[config.mk]
export PLATFORM = sky130hd
export DESIGN_NAME = ctx_sched
export DESIGN_NICKNAME = d
export VERILOG_FILES = /design/src/rtl/ctx_sched_pkg.sv /design/src/rtl/ctx_slot.sv /design/src/rtl/ctx_rr_arb.sv /design/src/rtl/ctx_idle_ctr.sv /design/src/rtl/ctx_sched.sv
export SDC_FILE = /design/constraint.sdc
export NUM_CORES = 1
export LEC_CHECK = 0
export ABC_AREA = 1
export CORE_UTILIZATION = 50
export CTS_BUF_LIST = sky130_fd_sc_hd__clkbuf_8
export CTS_CLUSTER_DIAMETER = 100
export DETAILED_ROUTE_END_ITERATION = 6
export DONT_BUFFER_PORTS = 1
export GPL_TIMING_DRIVEN = 0
export HOLD_SLACK_MARGIN = 0.15
export PLACE_DENSITY = 0.72
export SYNTH_ARGS = -nofsm -noshare
export SYNTH_HDL_FRONTEND = slang
export SYNTH_HIERARCHICAL = 1
export SYNTH_SLANG_ARGS = --single-unit
[constraint.sdc]
create_clock -name clk -period 4.1 [get_ports clk]
set_input_delay 0.41 -clock clk [delete_from_list [all_inputs] [get_ports clk]]
set_output_delay 0.41 -clock clk [all_outputs]
set_load 0.01 [all_outputs]
[src/rtl/ctx_sched_pkg.sv]
package ctx_sched_pkg;
  typedef enum logic [1:0] {
    CTX_READY = 2'b00,
    CTX_RUN   = 2'b01,
    CTX_SLEEP = 2'b10
  } ctx_state_e;
endpackage

[src/rtl/ctx_slot.sv]
module ctx_slot
  import ctx_sched_pkg::*;
(
  input  logic       clk,
  input  logic       rst_n,
  input  logic       yield_me,
  input  logic       wake_me,
  input  logic       grant_me,
  output logic [1:0] state
);
  ctx_state_e cur, nxt;

  always_comb begin
    nxt = cur;
    unique case (cur)
      CTX_RUN:   if (yield_me) nxt = wake_me ? CTX_READY : CTX_SLEEP;
      CTX_READY: if (grant_me) nxt = CTX_RUN;
      CTX_SLEEP: if (wake_me)  nxt = CTX_READY;
      default:   nxt = CTX_READY;
    endcase
  end

  always_ff @(posedge clk) begin
    if (!rst_n) cur <= CTX_READY;
    else        cur <= nxt;
  end

  assign state = cur;
endmodule

[src/rtl/ctx_rr_arb.sv]
module ctx_rr_arb #(
  parameter int N     = 8,
  parameter int TID_W = 3
) (
  input  logic [N-1:0]     req,
  input  logic [TID_W-1:0] start,
  output logic             found,
  output logic [TID_W-1:0] pick
);
  always_comb begin
    found = 1'b0;
    pick  = '0;
    for (int k = N - 1; k >= 0; k--) begin
      int idx;
      idx = int'(start) + k;
      if (idx >= N) idx = idx - N;
      if (req[idx]) begin
        found = 1'b1;
        pick  = TID_W'(idx);
      end
    end
  end
endmodule

[src/rtl/ctx_idle_ctr.sv]
module ctx_idle_ctr #(
  parameter int W = 16
) (
  input  logic         clk,
  input  logic         rst_n,
  input  logic         idle,
  output logic [W-1:0] count
);
  always_ff @(posedge clk) begin
    if (!rst_n)    count <= '0;
    else if (idle) count <= count + 1'b1;
  end
endmodule

[src/rtl/ctx_sched.sv]
module ctx_sched
  import ctx_sched_pkg::*;
#(
  parameter int N_THREADS = 8,
  parameter int IDLE_W    = 16,
  localparam int TID_W    = (N_THREADS > 1) ? $clog2(N_THREADS) : 1
) (
  input  logic                   clk,
  input  logic                   rst_n,
  input  logic                   yield_valid,
  input  logic [TID_W-1:0]       yield_tid,
  input  logic                   wake_valid,
  input  logic [TID_W-1:0]       wake_tid,
  output logic                   run_valid,
  output logic [TID_W-1:0]       run_tid,
  output logic [2*N_THREADS-1:0] thr_state,
  output logic [IDLE_W-1:0]      idle_cycles
);
  localparam int LAST = N_THREADS - 1;

  logic [1:0]           st [N_THREADS];
  logic [N_THREADS-1:0] is_run, is_rdy, y_me, w_me, g_me;
  logic                 yield_hit, need_pick, found;
  logic [TID_W-1:0]     pick, ptr;

  genvar g;
  generate
    for (g = 0; g < N_THREADS; g++) begin : g_ctx
      assign y_me[g]   = yield_valid && (yield_tid == TID_W'(g)) && is_run[g];
      assign w_me[g]   = wake_valid && (wake_tid == TID_W'(g));
      assign g_me[g]   = need_pick && found && (pick == TID_W'(g));
      assign is_run[g] = (st[g] == CTX_RUN);
      assign is_rdy[g] = (st[g] == CTX_READY);
      assign thr_state[2*g +: 2] = st[g];

      ctx_slot u_slot (
        .clk     (clk),
        .rst_n   (rst_n),
        .yield_me(y_me[g]),
        .wake_me (w_me[g]),
        .grant_me(g_me[g]),
        .state   (st[g])
      );
    end
  endgenerate

  assign run_valid = |is_run;
  assign yield_hit = |y_me;
  assign need_pick = !run_valid || yield_hit;

  always_comb begin
    run_tid = '0;
    for (int i = 0; i < N_THREADS; i++)
      if (is_run[i]) run_tid = TID_W'(i);
  end

  ctx_rr_arb #(.N(N_THREADS), .TID_W(TID_W)) u_arb (
    .req  (is_rdy),
    .start(ptr),
    .found(found),
    .pick (pick)
  );

  always_ff @(posedge clk) begin
    if (!rst_n)
      ptr <= '0;
    else if (need_pick && found)
      ptr <= (pick == TID_W'(LAST)) ? '0 : pick + 1'b1;
  end

  ctx_idle_ctr #(.W(IDLE_W)) u_idle (
    .clk  (clk),
    .rst_n(rst_n),
    .idle (!run_valid),
    .count(idle_cycles)
  );
endmodule

-- Yosys cells after proc, flatten, opt, wreduce, memory -nomap -nowiden
Cells that the tools add are included.
- register bits: 35
- latch bits: 0
- memory bits (writable): 0
- memory bits (read-only): 0
- input port bits: 10
- word-level logic and storage cells: 256
- memories: 0
- add/sub/neg operators: 17
- multiply operators: 0
- div/mod/pow operators: 0
- order comparisons: 16
- eq/ne operators: 61
- shift-type cells: 0
- multiplexer cells: 96
- bitwise logic cells: 0
- reductions and logical operators: 56
- operators by type and width (cell ; number):
    32-bit by 5-bit < comparator with 1-bit output, second input constant ; 8
    32-bit two-way mux ; 8
    32-bit by 5-bit >= comparator with 1-bit output, second input constant ; 7
    32-bit by 5-bit subtractor with 32-bit output, second input constant ; 7
    2-bit two-way mux ; 32
    2-bit case mux with 3 select lines ; 8
    3-bit two-way mux ; 15
    3-bit equality test, second input constant ; 12
    1-bit logical AND ; 33
    2-bit by 1-bit != test with 1-bit output, second input constant ; 16
    1-bit two-way mux ; 25
    1-bit binary-select mux with 3-bit select ; 8
    3-bit AND reduction ; 8
    3-bit by 2-bit equality test with 1-bit output, second input constant ; 6
    16-bit by 1-bit adder with 16-bit output, second input constant ; 1
    3-bit by 3-bit adder with 4-bit output, second input constant ; 4
    2-bit by 1-bit equality test with 1-bit output, second input constant ; 8
    2-bit equality test, second input constant ; 8
    2-bit logical NOT ; 8
    2-bit != test, second input constant ; 8
    8-bit OR reduction ; 2
    3-bit by 1-bit equality test with 1-bit output, second input constant ; 3
    3-bit logical NOT ; 3
    3-bit by 2-bit adder with 4-bit output, second input constant ; 2
    other kinds (6) ; 6

-- Longest topological paths before layout
Gate-level depths: netlist (run 1).
- depth after elaboration: 18
- gate-level depth with buffers: 24
- gate-level depth less buffers: 23

-- By module
Netlist (run 1), hierarchy kept.
- by module, submodules not included (module ; instances ; cells each ; area each (um^2) ; seq. area each (um^2)):
    ctx_slot ; 8 ; 19 ; 112.6 ; 40.0
    ctx_idle_ctr ; 1 ; 126 ; 845.8 ; 320.3
    ctx_rr_arb ; 1 ; 122 ; 739.5 ; 0.0
    ctx_sched ; 1 ; 139 ; 718.2 ; 60.1

-- Least setup slack after synthesis (run 1)
Ideal clock, no wire load.
- kind: register to register
- start: register ptr[0]
- end: register g_ctx[7].u_slot.cur[1]
- arrival time: 2609 ps
- slack: 1418 ps
- cell stages (with the launch flop): 23
- path buffers: 2
- period minus slack after synthesis: 2682 ps
- cell sequence: dfxtp_1 -> buf_6 -> inv_8 -> ha_1 -> buf_4 -> inv_2 -> nand3_2 -> and2_4 -> nand2_4 -> nand2_4 -> nor2_4 -> inv_2 -> o21ai_2 -> nand2_1 -> o21ai_1 -> ha_1 -> ha_1 -> inv_1 -> nor2_1 -> inv_1 -> nand2_1 -> nand2_1 -> nor3_2
- word-level cells in the longest chain between the ends: 18
- RTL lines (item ; line ; source):
    start, declared ; ctx_sched.sv:24 ; logic [TID_W-1:0] pick, ptr;
    start signal, assigned ; ctx_sched.sv:68 ; ptr <= (pick == TID_W'(LAST)) ? '0 : pick + 1'b1;
    3-bit by 3-bit adder with 4-bit output ; ctx_rr_arb.sv:15 ; idx = int'(start) + k;
    32-bit by 5-bit subtractor with 32-bit output / 32-bit by 5-bit >= comparator with 1-bit output (equally long branches) ; ctx_rr_arb.sv:16 ; if (idx >= N) idx = idx - N;
    32-bit two-way mux ; ctx_rr_arb.sv:16 ;
    1-bit binary-select mux with 3-bit select ; ctx_rr_arb.sv:17 ; if (req[idx]) begin
    1-bit two-way mux (implied by the code) (2 in a row) ; ctx_rr_arb.sv:17 ;
    3-bit two-way mux (7 in a row) ; ctx_rr_arb.sv:17 ;
    3-bit two-way mux * ; ctx_rr_arb.sv:17 ;
    net pick[0] ; ctx_sched.sv:24 ;
    3-bit equality test * ; ctx_sched.sv:31 ; assign g_me[g] = need_pick && found && (pick == TID_W'(g));
    1-bit logical AND * ; ctx_sched.sv:31 ;
    net g_me[7] ; ctx_sched.sv:22 ; logic [N_THREADS-1:0] is_run, is_rdy, y_me, w_me, g_me;
    2-bit != test (no source line) * ; n/a ;
    3-bit AND reduction (no source line) * ; n/a ;
    end signal, assigned ; ctx_slot.sv:25 ; else cur <= nxt;
    end, declared ; ctx_slot.sv:11 ; ctx_state_e cur, nxt;
The timed path passes the listed nets; every way through them passes the cells marked *. The select of a mux whose other input is x is not followed.
A chain may end at the register's enable or synchronous reset.

-- Worst setup path in the final report (run 1)
- start: register ptr[0]
- end: register g_ctx[2].u_slot.cur[1]
- word-level cells in the longest chain between the ends: 18
- RTL lines (item ; line):
    3-bit by 3-bit adder with 4-bit output ; ctx_rr_arb.sv:15
    32-bit by 5-bit subtractor with 32-bit output / 32-bit by 5-bit >= comparator with 1-bit output (equally long branches) ; ctx_rr_arb.sv:16
    32-bit two-way mux ; ctx_rr_arb.sv:16
    1-bit binary-select mux with 3-bit select ; ctx_rr_arb.sv:17
    1-bit two-way mux (implied by the code) (2 in a row) ; ctx_rr_arb.sv:17
    3-bit two-way mux (7 in a row) ; ctx_rr_arb.sv:17
    3-bit two-way mux * ; ctx_rr_arb.sv:17
    net pick[0] ; ctx_sched.sv:24
    3-bit by 2-bit equality test with 1-bit output * ; ctx_sched.sv:31
    1-bit logical AND * ; ctx_sched.sv:31
    net g_me[2] ; ctx_sched.sv:22
    2-bit != test (no source line) * ; n/a
    3-bit AND reduction (no source line) * ; n/a
    end signal, assigned ; ctx_slot.sv:25
    end, declared ; ctx_slot.sv:11
Marks and branches as above.

==> run metrics, run 1 <==
crit path kind flop to flop; minimum clock period 3.11 ns; worst-margin pin slew 0.455 ns; max cap viols 0; num rows 28; die area 0.00673 mm²; Setup Skew 0.00790 ns; H-tree Lvls 2; die height 82.1 µm; initial antenna violation count 0; Adder-Cell Fraction of Synth Area 0.0351; area grow syn2layout 6.56%; crit path buf inv count 8; Num Clock Sinks 35; CP max FO 10; WHS Endpoint ptr[2]$_SDFFE_PN0P_; Period Utilization, post-route 0.759; Synth Area in Simple Gates 0.509; cell mode on critical path inv_1; CP peak stage delay 0.38 ns; Synth Area in XOR/XNOR 0.00859; Crit path required time 4.34 ns; fill count 595; Worst-Skew Late Latency 0.31 ns; Post-CTS Hold Buffers 0; largest family of logic cells by synthesized area simple AND/OR/NAND/NOR gates; largest net degree at the start of global routing 15; Slew Limit Fails 0; commonest non-fill, non-tap cell in the layout nand2_1; peak supply drop 0.372 mV; global-route wire length before repair 11900 µm; RSZ-0062 raised after global routing no; Setup Fix Bufs, Post-CTS 0; Worst slew margin 0.696; reg2reg end g_ctx[2].u_slot/state[1]$_SDFFE_PN0P_; mux share of post-synthesis cell area 0; Seq/Total Area, Yosys 0.219; final-report setup violation count 0; # IOs 46; worst hold path type primary input to flop; Synth Area in Compound Gates 0.0687; startpoint types flop; final setup TNS 0 ns; Top delay family on crit path simple AND/OR/NAND/NOR gates; Post-Route WL 7230 µm; Core ar. 0.00606 mm²; status completed; hold_sp rst_n; cells after synthesis 539; reg-to-reg slack, setup 0.99 ns; TritonCTS buffer count 5; DRT iter0 DRCs 107; Yosys warnings 6; Initial Util 0.529; Syn Nets 558; overflow left after global routing 0; CP Cell Sequence buf_6, inv_8, ha_1, buf_4, inv_2, nand3_2, and2_4, nand2_4, nand2_4, nor2_4, inv_2, o21ai_2, o21ai_1, inv_1, ha_1, inv_1, nor3_1, inv_1, nand2_1, nand2_1, nor3_2; Remaining DRCs 0; flops & latches, synth 35; Critical Path AT 3.35 ns; most frequent cells in the layout 140 x nand2_1, 109 x inv_1, 60 x nor2_1, 50 x nand3_1, 35 x dfxtp_1; Synth Cell Area 0.00320 mm²; Final Hold Violating Endpoints 0; P per Cell Area 820 mW/mm²; CP endpoint kind flop; nets 565; hold depth 2; Avg Synthesized Cell Area 5.94 µm²; Fmax 321 MHz; Root Buffer clkbuf_8; register clock-pin slew on the reported worst setup and hold paths 0.08 ns; Clock Tree Buf Depth 2; Port Buffer Count 0; Die X 82.1 µm; worst hold slack 0.218 ns; remaining antenna violation count 0; share of cells above drive strength 1 0.166; Critical-path top delay cell dfxtp_1; FF-to-FF Start ptr[0]$_SDFFE_PN0P_; Antenna Cells 0; CTS tree yes; synth unique cells 32; Register-to-Register Path Depth 21; GRT Total Usage 0.233; vias in the first global route 2787; DR vias 3111; Lkg Pwr 0.00161 µW; Detail Placement HPWL 5840 µm; Detailed Routing Iterations Pass 1 4; Final GP Congestion 0.889; routed len/inst 11.6 µm; CTS resizes 0; DR vias/cell 5.00
-- worst max-delay path by stage --
stage / from / to / slack [ns] / cells after the start
global route: ptr[0]$_SDFFE_PN0P_ / g_ctx[2].u_slot/state[1]$_SDFFE_PN0P_ / 0.67 / 20
finish: ptr[0]$_SDFFE_PN0P_ / g_ctx[2].u_slot/state[1]$_SDFFE_PN0P_ / 0.99 / 21
CTS: ptr[0]$_SDFFE_PN0P_ / g_ctx[2].u_slot/state[1]$_SDFFE_PN0P_ / 0.97 / 21
global placement: ptr[0]$_SDFFE_PN0P_ / g_ctx[2].u_slot/state[1]$_SDFFE_PN0P_ / 1.06 / 21
floorplan: ptr[0]$_SDFFE_PN0P_ / g_ctx[7].u_slot/state[1]$_SDFFE_PN0P_ / 1.42 / 22
detailed placement: ptr[0]$_SDFFE_PN0P_ / g_ctx[2].u_slot/state[1]$_SDFFE_PN0P_ / 0.99 / 21
-- registers in the layout, indices dropped and copies added, names as in the netlist --
signal and count:
ptr 3, u_idle/count 16, g_ctx.u_slot/state 16
-- cell type report --
class | instances | area (µm²) | area share
plain buffers | 6 | 52.6 | 0.0154
multi-input cells | 378 | 1990 | 0.583
inverters | 120 | 460 | 0.135
well taps | 75 | 93.8 | 0.0275
clock buffers | 5 | 68.8 | 0.0202
flip-flops and latches | 35 | 701 | 0.205
clock inverters | 3 | 47.5 | 0.0139
-- routing by layer --
layer / share of wire / global-route usage
met3: 0.062 / 0.0667
met1: 0.45 / 0.271
met2: 0.47 / 0.398
met4: 0.017 / 0.0912
met5: 0 / 0
-- cells in the mapped netlist (all sizes together) --
| library cell | instances | area (µm²) |
|---|---|---|
| nand2 | 164 | 696 |
| inv | 120 | 460 |
| nor2 | 74 | 343 |
| nand3 | 66 | 425 |
| dfxtp | 35 | 701 |
| a21oi | 28 | 144 |
| nor3 | 17 | 125 |
| o21ai | 11 | 62.6 |
| ha | 9 | 113 |
| buf | 5 | 48.8 |
| nand4 | 3 | 18.8 |
| a31oi | 1 | 6.26 |
| and2 | 1 | 8.76 |
| clkbuf | 1 | 3.75 |
| nor3b | 1 | 7.51 |
| nor4 | 1 | 6.26 |
| o21bai | 1 | 7.51 |
| xnor2 | 1 | 27.5 |
-- worst register-to-register path, stage by stage (launching register included) --
cell	delay [ns]
dfxtp_1	0.38
buf_6	0.18
inv_8	0.07
ha_1	0.29
buf_4	0.17
inv_2	0.12
nand3_2	0.09
and2_4	0.16
nand2_4	0.06
nand2_4	0.06
nor2_4	0.10
inv_2	0.04
o21ai_2	0.15
o21ai_1	0.13
inv_1	0.13
ha_1	0.15
inv_1	0.04
nor3_1	0.38
inv_1	0.08
nand2_1	0.08
nand2_1	0.06
nor3_2	0.13
-- metrics by stage --
| stage | area (µm²) | instances | util | power, µW | setup slack [ns] |
|---|---|---|---|---|---|
| floorplan | 3200 | 539 | - | 2120 | 1.42 |
| global placement | 3300 | 614 | 0.544 | 2430 | 1.06 |
| detailed placement | 3300 | 614 | 0.544 | 2480 | 0.993 |
| CTS | 3410 | 622 | 0.563 | 2810 | 0.973 |
| global route | 3410 | 622 | 0.563 | 3110 | 0.672 |
| finish | 3410 | 622 | 0.563 | 2800 | 0.988 |
-- logic make-up (layout without fill, tap and decap cells) --
| group | after synthesis | in the layout |
|---|---|---|
| AOI/OAI and AO/OA | 41 | 41 |
| xor gates and xnor gates | 1 | 1 |
| adders and majority gates | 9 | 9 |
| buffers and inverters | 126 | 134 |
| DFF | 35 | 35 |
| and+or+nand+nor | 327 | 327 |
-- where the power goes --
part           internal, µW  switching [µW]
Clock                   184             146
Sequential              397            96.2
Combinational           679            1300
Power figures use the tool's default switching activity.
==> inputs of run 2 (changes only) <==
==> constraint.sdc (replaced) <==
create_clock -name clk -period 3.25 [get_ports clk]
set_input_delay 0.325 -clock clk [delete_from_list [all_inputs] [get_ports clk]]
set_output_delay 0.325 -clock clk [all_outputs]
set_load 0.01 [all_outputs]
==> run metrics, run 2 (synthesized netlist as in run 1, its figures left out) <==
Crit path required time 3.48 ns (-0.86 ns); remaining antenna violation count 0 (unchanged); peak supply drop 0.479 mV (+29%); cell mode on critical path nand2_1; startpoint types flop; Antenna Cells 0 (unchanged); die area 0.00673 mm² (unchanged); Final Util 0.569 (+0.00578); Port Buffer Count 0 (unchanged); most frequent cells in the layout 140 x nand2_1, 109 x inv_1, 58 x nor2_1, 50 x nand3_1, 34 x dfxtp_1; Clock Tree Buf Depth 2 (unchanged); vias in the first global route 2796 (+0.32%); status completed; Detail Placement HPWL 5840 µm (unchanged); worst-margin pin slew 0.471 ns (+0.0157 ns); CTS tree yes; overflow left after global routing 0 (unchanged); CP Cell Sequence buf_6, inv_2, ha_1, buf_4, inv_2, nand3_2, nand3_2, nand2_2, inv_2, nand3_1, nand3_1, nand2_1, nand2_1, nand2_1, a21oi_2, ha_1, inv_1, nor3_1, inv_1, nand2_1, nand2_1, nor3_2; reg-to-reg slack, setup 0.27 ns (-0.72 ns); area grow syn2layout 7.65%; RSZ-0062 raised after global routing no; # IOs 46 (unchanged); Critical Path AT 3.21 ns (-0.14 ns); die height 82.1 µm (unchanged); routed len/inst 11.8 µm (+1.4%); Post-Route WL 7340 µm (+1.5%); Setup Fix Bufs, Post-CTS 0 (unchanged); H-tree Lvls 2 (unchanged); Num Clock Sinks 35 (unchanged); Fmax 335 MHz (+4.3%); largest net degree at the start of global routing 14 (-1); nets 566 (+0.18%); Die X 82.1 µm (unchanged); Remaining DRCs 0 (unchanged); num rows 28 (unchanged); DR vias 3133 (+0.71%); final setup TNS 0 ns (unchanged); CP max FO 8 (-2); hold depth 2 (unchanged); CP peak stage delay 0.37 ns (about the same); Root Buffer clkbuf_8; worst hold path type primary input to flop; Worst slew margin 0.686 (-0.0104); Initial Util 0.529 (unchanged); final-report setup violation count 0 (unchanged); commonest non-fill, non-tap cell in the layout nand2_1; crit path kind flop to flop; hold_sp rst_n; WHS Endpoint g_ctx[3].u_slot/state[1]$_SDFFE_PN0P_; Slew Limit Fails 0 (unchanged); Worst-Skew Late Latency 0.30 ns (about the same); Final Hold Violating Endpoints 0 (unchanged); Setup Skew 0.00795 ns (+0.0000496 ns); P per Cell Area 1050 mW/mm² (+28%); Register-to-Register Path Depth 22 (+4.8%); share of cells above drive strength 1 0.179 (+0.0125); reg2reg end g_ctx[6].u_slot/state[1]$_SDFFE_PN0P_; global-route wire length before repair 12000 µm (+0.64%); Detailed Routing Iterations Pass 1 5 (+1); CP endpoint kind flop; Core ar. 0.00606 mm² (unchanged); initial antenna violation count 0 (unchanged); DR vias/cell 5.03 (+0.55%); Final GP Congestion 0.889 (unchanged); Period Utilization, post-route 0.918 (+0.159); Lkg Pwr 0.00161 µW (+0.47%); TritonCTS buffer count 5 (unchanged); max cap viols 0 (unchanged); CP Launch Point ptr[1]$_SDFFE_PN0P_; fill count 590 (-0.84%); GRT Total Usage 0.234 (+0.00151); DRT iter0 DRCs 105 (-1.9%); minimum clock period 2.98 ns (-0.129 ns); FF-to-FF Start ptr[1]$_SDFFE_PN0P_; Critical-path top delay cell dfxtp_1; register clock-pin slew on the reported worst setup and hold paths 0.08 ns (about the same)
[run 2: worst max path at each step]
stage | endpoint | slack (ns) | cells past startpoint
after floorplan | g_ctx[7].u_slot/state[1]$_SDFFE_PN0P_ | 0.57 | 22
after global placement | g_ctx[2].u_slot/state[1]$_SDFFE_PN0P_ | 0.21 | 21
after detailed placement | g_ctx[2].u_slot/state[1]$_SDFFE_PN0P_ | 0.14 | 21
after CTS | g_ctx[2].u_slot/state[1]$_SDFFE_PN0P_ | 0.12 | 21
after global routing | g_ctx[7].u_slot/state[1]$_SDFFE_PN0P_ | 0.01 | 23
final | g_ctx[6].u_slot/state[1]$_SDFFE_PN0P_ | 0.27 | 22
[run 2: power by group]
group / switching [µW] / internal [µW] / total, µW / leakage (µW)
Clock: 186 / 233 / 418 / 0.0000587
Sequential: 121 / 502 / 623 / 0.000284
Combinational: 1690 / 875 / 2570 / 0.00127
Total: 2000 / 1610 / 3610 / 0.00161
[run 2: what timing repair did]
item / in CTS / in global routing
endpoints found under the setup margin: 0 / 12
hold endpoints to repair: 3 / 0
resized for setup: 0 / 7
hold buffers: 1 / 0
[run 2: per-stage QoR]
stage               worst slack, ns  hold slack, ns  cell area [µm²]  total power [µW]  instances
floorplan                     0.568           0.446             3200              2670        539
global placement              0.213           0.454             3300              3070        614
detailed placement            0.143           0.454             3300              3120        614
CTS                           0.123           0.155             3420              3550        623
global route                 0.0144           0.164             3450              3990        623
finish                        0.267           0.165             3450              3610        623
[run 2: worst max-delay path: cells and delay by family, from the launching register on]
family                   cells  cell delay [ns]
AND/OR/NAND/NOR             12             1.16
buffers and inverters        7             0.75
adder cells (fa/ha/maj)      2             0.44
flip-flops                   1             0.37
AO/OA/AOI/OAI                1             0.18
[run 2: metal layers]
layer,share of wire,GRT usage,vias to the layer above
met5,0,0,-
met4,0.021,0.0895,0
met3,0.052,0.0667,12
met2,0.47,0.405,78
met1,0.46,0.270,1385
li1,-,-,1658
[run 2: cell type report]
class | count | area (µm²) | area share
inverter | 120 | 460 | 0.133
clock inverter | 3 | 47.5 | 0.0138
multi-input combinational | 378 | 2010 | 0.584
clock buffer | 5 | 68.8 | 0.0199
tap | 75 | 93.8 | 0.0272
sequential | 35 | 702 | 0.203
timing repair buffer | 1 | 10.0 | 0.00290
buffer | 6 | 52.6 | 0.0152
==> inputs of run 3 (changes only) <==
--- a/config.mk
+++ b/config.mk
@@ -13,7 +13,7 @@
 export DONT_BUFFER_PORTS = 1
 export GPL_TIMING_DRIVEN = 0
 export HOLD_SLACK_MARGIN = 0.15
-export PLACE_DENSITY = 0.72
+export PLACE_DENSITY = 0.75
 export SYNTH_ARGS = -nofsm -noshare
 export SYNTH_HDL_FRONTEND = slang
 export SYNTH_HIERARCHICAL = 1
==> constraint.sdc (replaced) <==
create_clock -name clk -period 2.6 [get_ports clk]
set_input_delay 0.26 -clock clk [delete_from_list [all_inputs] [get_ports clk]]
set_output_delay 0.26 -clock clk [all_outputs]
set_load 0.01 [all_outputs]
==> run metrics, run 3 (synthesized netlist as in run 1, its figures left out) <==
FF-to-FF Start ptr[0]$_SDFFE_PN0P_; Die X 82.1 µm (unchanged); Crit path required time 2.82 ns (-0.66 ns); Post-Layout Cell Count 643 (+3.2%); Critical Path AT 2.87 ns (-0.34 ns); Slew Limit Fails 0 (unchanged); CP max FO 6 (-2); Detailed Routing Iterations Pass 1 5 (unchanged); Core ar. 0.00606 mm² (unchanged); Post-Route WL 8730 µm (+19%); max cap viols 0 (unchanged); Fmax 378 MHz (+13%); TritonCTS buffer count 5 (unchanged); crit path kind flop to flop; Detail Placement HPWL 5760 µm (-1.5%); CP endpoint kind flop; Clock Tree Buf Depth 2 (unchanged); Register-to-Register Path Depth 23 (+4.5%); commonest non-fill, non-tap cell in the layout nand2_1; sequential power share 0.131 (-0.042); Initial Util 0.529 (unchanged); Final Hold Violating Endpoints 0 (unchanged); status finished, violations left; Root Buffer clkbuf_8; register clock-pin slew on the reported worst setup and hold paths 0.07 ns (about the same); Worst-Skew Late Latency 0.29 ns (about the same); routed len/inst 13.6 µm (+15%); Setup Skew 0.00246 ns (-0.00548 ns); area grow syn2layout 26.3%; overflow left after global routing 0 (unchanged); worst-margin pin slew 0.439 ns (-0.0319 ns); worst setup margin -0.0475 ns (-0.314 ns); Clk network pwr share 0.082 (-0.034); startpoint types flop; most frequent cells in the layout 128 x nand2_1, 99 x inv_1, 53 x nor2_1, 38 x nand3_1, 29 x nand2_2; hold_sp rst_n; initial antenna violation count 0 (unchanged); vias in the first global route 3102 (+11%); remaining antenna violation count 0 (unchanged); internal power 2660 µW (+65%); Period Utilization, post-route 1.02 (+0.100); Psw 3380 µW (+69%); # IOs 46 (unchanged); peak supply drop 0.753 mV (+57%); P per Cell Area 1490 mW/mm² (+43%); placed insts 614 (unchanged); die height 82.1 µm (unchanged); DR vias/cell 5.33 (+6.0%); num rows 28 (unchanged); nets 587 (+3.7%); violated checks setup timing; Final GP Congestion 0.910 (+2.4%); Post-CTS Hold Buffers 8 (+7); worst hold path type primary input to flop; Antenna Cells 0 (unchanged); RSZ-0062 raised after global routing yes; DRT iter0 DRCs 253 (+140%); H-tree Lvls 2 (unchanged); worst hold slack 0.0759 ns (-0.0888 ns); Port Buffer Count 0 (unchanged); fill count 516 (-13%); largest net degree at the start of global routing 15 (+1); CTS tree yes; final-report setup violation count 3 (+3); Lkg Pwr 0.00178 µW (+10%); Worst slew margin 0.707 (+0.0213); Remaining DRCs 0 (unchanged); hold depth 2 (unchanged); share of cells above drive strength 1 0.308 (+0.129); GRT Total Usage 0.252 (+0.0183); CP Launch Point ptr[0]$_SDFFE_PN0P_; combinational power share 0.787 (+0.075); DR vias 3429 (+9.4%); global-route wire length before repair 13100 µm (+9.3%); die area 0.00673 mm² (unchanged); minimum clock period 2.65 ns (-0.336 ns); Switching Share 0.560 (+0.00598); Num Clock Sinks 35 (unchanged)
[run 3: cell count changes in the layout (fill, tap and decap cells not counted), moves of 5 or more]
cell	before	now
ha_4	0	6
ha_1	9	2
nand3_4	2	12
dfxtp_2	1	11
nand2_1	140	128
nand3_1	50	38
buf_4	2	16
dlygate4sd3_1	1	8
nand2_2	20	29
dfxtp_1	34	24
inv_1	109	99
nor2_1	58	53
[run 3: path summary, 6_finish.rpt]
| path | endpoint | slack (ns) |
|---|---|---|
| max | g_ctx[3].u_slot/state[1]$_SDFFE_PN0P_ | -0.05 |
| min | ptr[0]$_SDFFE_PN0P_ | 0.08 |
| max reg2reg | g_ctx[3].u_slot/state[1]$_SDFFE_PN0P_ | -0.05 |
| min reg2reg | ptr[2]$_SDFFE_PN0P_ | 0.51 |
[run 3: area by class of cell]
cell class | count | area (µm²) | share of cell area
Multi-Input combinational cell | 378 | 2390 | 0.592
Sequential cell | 35 | 714 | 0.177
Inverter | 120 | 495 | 0.122
Timing Repair Buffer | 23 | 193 | 0.0476
Tap cell | 75 | 93.8 | 0.0232
Clock buffer | 5 | 68.8 | 0.0170
Buffer | 5 | 48.8 | 0.0121
Clock inverter | 2 | 37.5 | 0.00928
[run 3: power by group through the flow]
stage / logic, µW / registers (µW) / clock network (µW)
2_1_floorplan: 2600 / 765 / 0
3_3_place_gp: 3040 / 791 / 0
5_1_grt: 5180 / 808 / 527
4_1_cts: 3910 / 781 / 507
6_report: 4760 / 791 / 493
3_5_place_dp: 3100 / 795 / 0
[run 3: metal layers]
layer	wire length, µm	share of wire	GRT usage	vias to the layer above
met4	323	0.037	0.116	0
met3	573	0.066	0.0589	37
li1	-	-	-	1708
met1	3570	0.41	0.277	1555
met5	0	0	0	-
met2	4270	0.49	0.455	129
[run 3: repair_timing]
item / CTS / global route
setup endpoints to repair: 19 / 20
buffers inserted: 13 / 2
gates resized for setup: 54 / 57
pin swaps: 29 / 22
endpoints found under the hold margin: 20 / 5
[run 3: per-stage QoR]
step | power (µW) | TNS, ns | worst slack [ns] | instance area [µm²] | utilization
detailed placement | 3900 | -4.32 | -0.381 | 3310 | 0.546
CTS | 5200 | -0.191 | -0.0431 | 3830 | 0.632
global route | 6520 | -2.02 | -0.212 | 4050 | 0.668
finish | 6040 | -0.111 | -0.0475 | 4050 | 0.668
floorplan | 3370 | 0 | 0.000412 | 3220 | -
global placement | 3840 | -3.25 | -0.311 | 3310 | 0.546
[run 3: worst max-delay path, cell delays in order (launching register included)]
cell and delay (ns):
dfxtp_2 0.34, buf_8 0.13, inv_12 0.03, ha_4 0.35
inv_8 0.07, nand3_4 0.08, nand3_2 0.08, nand2_2 0.08
inv_2 0.04, nor2_2 0.07, nand2_1 0.06, nand3_1 0.07
nand2_1 0.05, nand2_1 0.08, nand2_2 0.07, a21oi_4 0.21
ha_4 0.20, ha_4 0.13, inv_2 0.04, nor2_4 0.10
inv_1 0.05, nand2_1 0.06, nand2_1 0.06, nor3_2 0.09
